**src/rtl/tfp_pkg.sv**
```systemverilog
`timescale 1ns/1ps
package tfp_pkg;
  localparam int OPW = 2;

  typedef enum logic [OPW-1:0] {
    OP_ADD = 2'd0,
    OP_SUB = 2'd1,
    OP_XOR = 2'd2,
    OP_AND = 2'd3
  } tfp_op_e;
endpackage

```
**src/rtl/tfp_rr_arb.sv**
```systemverilog
`timescale 1ns/1ps
module tfp_rr_arb #(
  parameter int NP  = 3,
  parameter int IDW = 2
) (
  input  logic           clk,
  input  logic           rst,
  input  logic           en,
  input  logic [NP-1:0]  req,
  output logic [NP-1:0]  gnt,
  output logic           any,
  output logic [IDW-1:0] idx
);
  logic [IDW-1:0] ptr;

  // search upward from the pointer, wrapping once
  always_comb begin
    gnt = '0;
    any = 1'b0;
    idx = '0;
    for (int off = 0; off < NP; off++) begin
      int c;
      c = int'(ptr) + off;
      if (c >= NP) c = c - NP;
      if (en && !any && req[c]) begin
        any    = 1'b1;
        gnt[c] = 1'b1;
        idx    = IDW'(c);
      end
    end
  end

  always_ff @(posedge clk) begin
    if (rst) begin
      ptr <= '0;
    end else if (any) begin
      if (idx == IDW'(NP - 1)) ptr <= '0;
      else                     ptr <= idx + 1'b1;
    end
  end

  AST_GNT_ONEHOT: assert property (@(posedge clk) disable iff (rst)
    $onehot0(gnt));
  AST_GNT_SUBSET: assert property (@(posedge clk) disable iff (rst)
    (gnt & ~req) == '0);
  AST_PTR_LEGAL: assert property (@(posedge clk) disable iff (rst)
    int'(ptr) < NP);
  AST_PTR_FIRST: assert property (@(posedge clk) disable iff (rst)
    (en && req[ptr]) |-> gnt[ptr]);
endmodule

```
**src/rtl/tfp_alu.sv**
```systemverilog
`timescale 1ns/1ps
module tfp_alu import tfp_pkg::*; #(
  parameter int DW = 8
) (
  input  logic [OPW-1:0] op,
  input  logic [DW-1:0]  a,
  input  logic [DW-1:0]  b,
  output logic [DW-1:0]  z
);
  tfp_op_e code;
  assign code = tfp_op_e'(op);

  always_comb begin
    case (code)
      OP_ADD:  z = a + b;
      OP_SUB:  z = a - b;
      OP_XOR:  z = a ^ b;
      default: z = a & b;
    endcase
  end
endmodule

```
**src/rtl/tfp_stage.sv**
```systemverilog
`timescale 1ns/1ps
module tfp_stage #(
  parameter int NP  = 3,
  parameter int IDW = 2,
  parameter int PW  = 8
) (
  input  logic           clk,
  input  logic           rst,
  input  logic           en,
  input  logic [NP-1:0]  stop,
  input  logic           in_live,
  input  logic [IDW-1:0] in_tag,
  input  logic           in_mask,
  input  logic [PW-1:0]  in_pay,
  output logic           live,
  output logic [IDW-1:0] tag,
  output logic           mask,
  output logic [PW-1:0]  pay
);
  logic v;
  logic hit;
  logic kill;

  // stop line of the port that owns the held entry
  always_comb begin
    hit = 1'b0;
    for (int k = 0; k < NP; k++) begin
      if (tag == IDW'(k)) hit = stop[k];
    end
  end

  assign kill = v && mask && hit;
  assign live = v && !kill;

  always_ff @(posedge clk) begin
    if (rst)     v <= 1'b0;
    else if (en) v <= in_live;
    else         v <= live;
  end

  // payload registers without reset so they map onto plain flops
  always_ff @(posedge clk) begin
    if (en) begin
      tag  <= in_tag;
      mask <= in_mask;
      pay  <= in_pay;
    end
  end

  AST_KILL_WHILE_STALLED: assert property (@(posedge clk) disable iff (rst)
    (kill && !en) |=> !v);
  AST_STALL_KEEPS_ENTRY: assert property (@(posedge clk) disable iff (rst)
    (!en && live) |=> (v && $stable(pay) && $stable(tag)));
endmodule

```
**src/rtl/tagged_merge_pipe.sv**
```systemverilog
`timescale 1ns/1ps
module tagged_merge_pipe import tfp_pkg::*; #(
  parameter int NP  = 3,
  parameter int DW  = 8,
  parameter int IDW = (NP > 1) ? $clog2(NP) : 1
) (
  input  logic              clk,
  input  logic              rst,
  input  logic [NP-1:0]     in_valid,
  output logic [NP-1:0]     in_ready,
  input  logic [NP*DW-1:0]  in_a,
  input  logic [NP*DW-1:0]  in_b,
  input  logic [NP*OPW-1:0] in_op,
  input  logic [NP-1:0]     in_mask,
  input  logic [NP-1:0]     in_stop,
  output logic [NP-1:0]     out_valid,
  input  logic [NP-1:0]     out_ready,
  output logic [NP*DW-1:0]  out_z,
  output logic [NP*IDW-1:0] out_tag
);
  localparam int PW0 = OPW + 2 * DW;

  logic           adv;
  logic [NP-1:0]  gnt;
  logic           gnt_any;
  logic [IDW-1:0] gnt_idx;

  logic [DW-1:0]  sel_a, sel_b;
  logic [OPW-1:0] sel_op;
  logic           sel_mask, sel_stop;

  logic           s0_live, s0_mask;
  logic [IDW-1:0] s0_tag;
  logic [PW0-1:0] s0_pay;
  logic [DW-1:0]  alu_z;

  logic           s1_live, s1_mask;
  logic [IDW-1:0] s1_tag;
  logic [DW-1:0]  s1_pay;

  logic           s2_v;
  logic [IDW-1:0] s2_tag;
  logic [DW-1:0]  s2_z;
  logic           s2_rdy;

  // fan-in: arbiter and winner select
  tfp_rr_arb #(.NP(NP), .IDW(IDW)) u_arb (
    .clk (clk),
    .rst (rst),
    .en  (adv),
    .req (in_valid),
    .gnt (gnt),
    .any (gnt_any),
    .idx (gnt_idx)
  );

  assign in_ready = gnt;

  always_comb begin
    sel_a    = '0;
    sel_b    = '0;
    sel_op   = '0;
    sel_mask = 1'b0;
    sel_stop = 1'b0;
    for (int k = 0; k < NP; k++) begin
      if (gnt_idx == IDW'(k)) begin
        sel_a    = in_a[k*DW +: DW];
        sel_b    = in_b[k*DW +: DW];
        sel_op   = in_op[k*OPW +: OPW];
        sel_mask = in_mask[k];
        sel_stop = in_stop[k];
      end
    end
  end

  // stage 0: operand capture, tagged with the winning port
  tfp_stage #(.NP(NP), .IDW(IDW), .PW(PW0)) u_s0 (
    .clk     (clk),
    .rst     (rst),
    .en      (adv),
    .stop    (in_stop),
    .in_live (gnt_any && !(sel_mask && sel_stop)),
    .in_tag  (gnt_idx),
    .in_mask (sel_mask),
    .in_pay  ({sel_op, sel_a, sel_b}),
    .live    (s0_live),
    .tag     (s0_tag),
    .mask    (s0_mask),
    .pay     (s0_pay)
  );

  tfp_alu #(.DW(DW)) u_alu (
    .op (s0_pay[PW0-1 -: OPW]),
    .a  (s0_pay[2*DW-1 -: DW]),
    .b  (s0_pay[DW-1:0]),
    .z  (alu_z)
  );

  // stage 1: computed result, still cancellable
  tfp_stage #(.NP(NP), .IDW(IDW), .PW(DW)) u_s1 (
    .clk     (clk),
    .rst     (rst),
    .en      (adv),
    .stop    (in_stop),
    .in_live (s0_live),
    .in_tag  (s0_tag),
    .in_mask (s0_mask),
    .in_pay  (alu_z),
    .live    (s1_live),
    .tag     (s1_tag),
    .mask    (s1_mask),
    .pay     (s1_pay)
  );

  // stage 2: committed output register
  always_comb begin
    s2_rdy = 1'b0;
    for (int k = 0; k < NP; k++) begin
      if (s2_tag == IDW'(k)) s2_rdy = out_ready[k];
    end
  end

  assign adv = !s2_v || s2_rdy;

  always_ff @(posedge clk) begin
    if (rst)      s2_v <= 1'b0;
    else if (adv) s2_v <= s1_live;
  end

  always_ff @(posedge clk) begin
    if (adv) begin
      s2_tag <= s1_tag;
      s2_z   <= s1_pay;
    end
  end

  // fan-out: steer by tag
  for (genvar k = 0; k < NP; k++) begin : g_port
    assign out_valid[k]            = s2_v && (s2_tag == IDW'(k));
    assign out_z[k*DW +: DW]       = s2_z;
    assign out_tag[k*IDW +: IDW]   = s2_tag;

    AST_OUT_HOLD: assert property (@(posedge clk) disable iff (rst)
      (out_valid[k] && !out_ready[k]) |=>
        (out_valid[k] && $stable(out_z[k*DW +: DW])));
    AST_TAG_MATCH: assert property (@(posedge clk) disable iff (rst)
      out_valid[k] |-> (out_tag[k*IDW +: IDW] == IDW'(k)));
  end

  AST_RESET_EMPTY: assert property (@(posedge clk) disable iff (rst)
    $past(rst) |-> (out_valid == '0));
  AST_OUT_ONEHOT: assert property (@(posedge clk) disable iff (rst)
    $onehot0(out_valid));
  AST_STALL_NO_GRANT: assert property (@(posedge clk) disable iff (rst)
    (|(out_valid & ~out_ready)) |-> (in_ready == '0));
  AST_READY_NEEDS_VALID: assert property (@(posedge clk) disable iff (rst)
    (in_ready & ~in_valid) == '0);
  AST_UNMASKED_SURVIVES: assert property (@(posedge clk) disable iff (rst)
    (s1_live && !s1_mask && adv) |=> s2_v);
endmodule

```
**config.mk**
```make
export PLATFORM = sky130hd
export DESIGN_NAME = tagged_merge_pipe
export DESIGN_NICKNAME = d
export VERILOG_FILES = /design/src/rtl/tfp_pkg.sv /design/src/rtl/tfp_rr_arb.sv /design/src/rtl/tfp_alu.sv /design/src/rtl/tfp_stage.sv /design/src/rtl/tagged_merge_pipe.sv
export SDC_FILE = /design/constraint.sdc
export NUM_CORES = 1
export LEC_CHECK = 0
export CAP_MARGIN = 20
export CORE_MARGIN = 2
export CORE_UTILIZATION = 51
export DETAILED_ROUTE_END_ITERATION = 10
export PLACE_DENSITY = 0.87
export SYNTH_ARGS = -nofsm -noshare
export SYNTH_HDL_FRONTEND = slang
export SYNTH_SLANG_ARGS = --single-unit
```
**constraint.sdc**
```tcl
create_clock -name clk -period 5.2 [get_ports clk]
set_input_delay 0.78 -clock clk [delete_from_list [all_inputs] [get_ports clk]]
set_output_delay 0.78 -clock clk [all_outputs]
set_load 0.01 [all_outputs]
```
==> reports/summary.txt <==
register area share after synthesis -> 42.0%
hold buffer count at CTS -> 0
ys async rst share -> 0%
Hold Path Class -> reg2reg
final slew viol count -> 0
Yosys top cell area share -> 38.9%
die area -> 7010 sq um
P&R area growth vs syn -> 31.1%
Inst Count DP -> 457
FF/Latch Area -> 1360 sq um
Syn. warnings -> 0
Hold Startpoint -> u_s1.pay[2]$_DFFE_PP_
die width -> 83.7 um
slew margin rel. -> 34.2%
vias -> 2571
later-pin clock latency in the skew report -> 0.31 ns
PwrDens -> 664 nW/um^2
global-route wire length before repair -> 11.5 mm
area of the multi-input gates -> 1550 sq um
Syn Nets -> 401
Main synth FF type -> edfxtp_1
EDFF count, synth -> 42
Seq cells post-synth -> 47
fillers -> 466
Reg clk slew, reported paths -> 0.09 ns
H-tree Lvls -> 2
Yosys top cell by area -> edfxtp_1
CP startpoint kind -> primary input
slowest CP cell -> clkdlybuf4s50_1
n_diodes -> 0
most frequent cell after synthesis -> edfxtp_1
CTS tree -> done
1st-iter DRT viols -> 139
Setup Fix Bufs, Post-CTS -> 0
drt wl/cell -> 14.5 um
Ports -> 104
area of the mapped netlist -> 3240 sq um
share of cells above drive strength 1 -> 9.28%
Resized Gates After CTS -> 0
met2 usage -> 34.0%
crit-path cells -> clkdlybuf4s50_1 -> nor4bb_1 -> o21ai_0 -> o41ai_1 -> a22oi_1 -> a21oi_1 -> clkdlybuf4s50_1
Reg-to-Reg Start -> u_s0.pay[17]$_DFFE_PP_
period utilization -> 74.7%
maximum VDD drop -> 0.000328 V
fin cells -> 465
gr busiest metal -> met2
CTS Buf Count -> 5
Max FO, Critical Path -> 10
Pre-Repair DR Iteration Count -> 4
total of max-cap violations -> 0
initial antenna violation count -> 0
Unique masters post-synth -> 61
Worst setup EP type -> output port
DIE HEIGHT -> 83.7 um
Data required, critical path -> 4.42 ns
# rows -> 29
clock skew -> 0.00891 ns
max frequency -> 0.257 GHz
Reg2Reg Depth -> 9
nets@finish -> 476
Max Buffers Root-to-Sink -> 2
Mean Syn Cell Area -> 10.4 sq um
clock root buffer -> clkbuf_8
Worst Path Arrival -> 3.11 ns
DP HPWL -> 5.06 mm
Pleak -> 1.67 nW
RSZ-0062 raised after global routing -> false
Total GRT Usage -> 20.0%
top cells by count, synth -> edfxtp_1, nor2_1, buf_4, ha_1, nand2_1
most used cell, CP -> clkdlybuf4s50_1
Port Buf Inserts -> 103
routability cong. -> 0.854
Total Wirelength -> 6.76 mm
total negative slack -> 0 ns
final hold violation count -> 0
drc violations -> 0
actual slew at the worst max-slew pin -> 0.987 ns
Final ANT Viol Nets -> 0
Setup Crit Path Kind -> in2out
grt total ovfl -> 0
Vias/cell -> 5.53
met3 GRT Util -> 3.56%
Final setup violation count -> 0
core area -> 6240 sq um
dominant cells by area after synthesis -> edfxtp_1, ha_1, buf_4, dfxtp_1, mux2i_1
status -> complete, no violations
GR met1 Demand/Resource -> 24.9%
cells after synthesis -> 312
largest net degree at the start of global routing -> 46
Critical Path Start -> in_valid[2]
vias in the first global route -> 2520
r2r setup slk -> 1.91 ns
Final min period -> 3.89 ns
slowest stage delay, CP -> 0.65 ns
Num Clock Sinks -> 47
hold path cells -> 0
Initial Utilization -> 51.9%
[path summary, 6_finish.rpt]
kind / end
setup / recovery: in_ready[0]
hold / removal: s2_z[2]$_DFFE_PP_
hold reg to reg: s2_z[2]$_DFFE_PP_
setup reg to reg: u_s1.pay[5]$_DFFE_PP_
[cell families (layout without fill, tap and decap cells)]
kind of cell	after synthesis	after routing	share of synthesized area [%]
AND/OR/NAND/NOR	102	102	17.9
multiplexers	15	15	4.82
flip-flops	47	47	42.0
AO/OA/AOI/OAI	65	65	14.4
adder cells (fa/ha/maj)	22	22	8.65
XOR/XNOR	8	8	2.16
buffers and inverters	53	129	10.1
[critical path: cells and delay by family]
kind	cells	cell delay (ns)
buffers and inverters	2	1.20
AO/OA/AOI/OAI	4	0.61
AND/OR/NAND/NOR	1	0.50
[stage by stage]
| step | power (mW) | instance area [sq um] | hold slack (ns) | setup WS (ns) | util, % |
|---|---|---|---|---|---|
| 2_1_floorplan | 2.09 | 3240 | 0.400 | 2.37 | - |
| 3_3_place_gp | 2.42 | 4110 | 0.402 | 1.41 | 65.9 |
| 3_5_place_dp | 2.50 | 4110 | 0.414 | 1.28 | 65.9 |
| 4_1_cts | 2.82 | 4250 | 0.435 | 1.37 | 68.1 |
| 5_1_grt | 3.06 | 4250 | 0.448 | 1.19 | 68.1 |
| 6_report | 2.82 | 4250 | 0.430 | 1.31 | 68.1 |
[per-layer routing]
metal / wire length [um] / vias up
met5: 0 / -
met4: 155 / 0
met3: 367 / 13
met2: 3460 / 95
met1: 2770 / 1180
li1: - / 1283
[power breakdown]
part           total [mW]  switching, mW  internal, mW
Combinational        1.65          0.809         0.844
Clock               0.318          0.127         0.192
Sequential          0.852          0.167         0.685
Total                2.82           1.10          1.72
[final cells by class]
class | instances | area share [%]
multi-input combinational | 212 | 36.5
sequential | 47 | 32.0
timing repair buffer | 104 | 24.4
tap | 77 | 2.27
clock buffer | 5 | 1.62
clock inverter | 3 | 1.59
inverter | 17 | 1.53
[layout by cell type, fill, tap and decap left out, types with 4 or more instances in the layout]
cell / netlist / layout
o21a_1: 4 / 4
nand3_1: 4 / 4
edfxtp_1: 42 / 42
nand2b_1: 6 / 6
inv_1: 15 / 15
o21ai_0: 7 / 7
nor2_1: 25 / 25
o22ai_1: 7 / 7
ha_1: 20 / 20
nor3_1: 12 / 12
mux2i_1: 10 / 10
clkbuf_8: 0 / 5
clkdlybuf4s50_1: 0 / 103
dfxtp_1: 5 / 5
xnor2_1: 8 / 8
nand2_1: 20 / 20
nor2b_1: 5 / 5
a22oi_1: 12 / 12
a21oi_1: 11 / 11
nand3_2: 10 / 10
mux2_2: 5 / 5
[state kept, by name, summed over array words and instances, names as in the netlist]
register and flops:
u_s0.pay 18, s2_z 8, u_s1.pay 8, s2_tag 2
u_arb.ptr 2, u_s0.tag 2, u_s1.tag 2, s2_v 1
u_s0.mask 1, u_s0.v 1, u_s1.mask 1, u_s1.v 1
No activity file was read; power rests on OpenSTA's default activity.
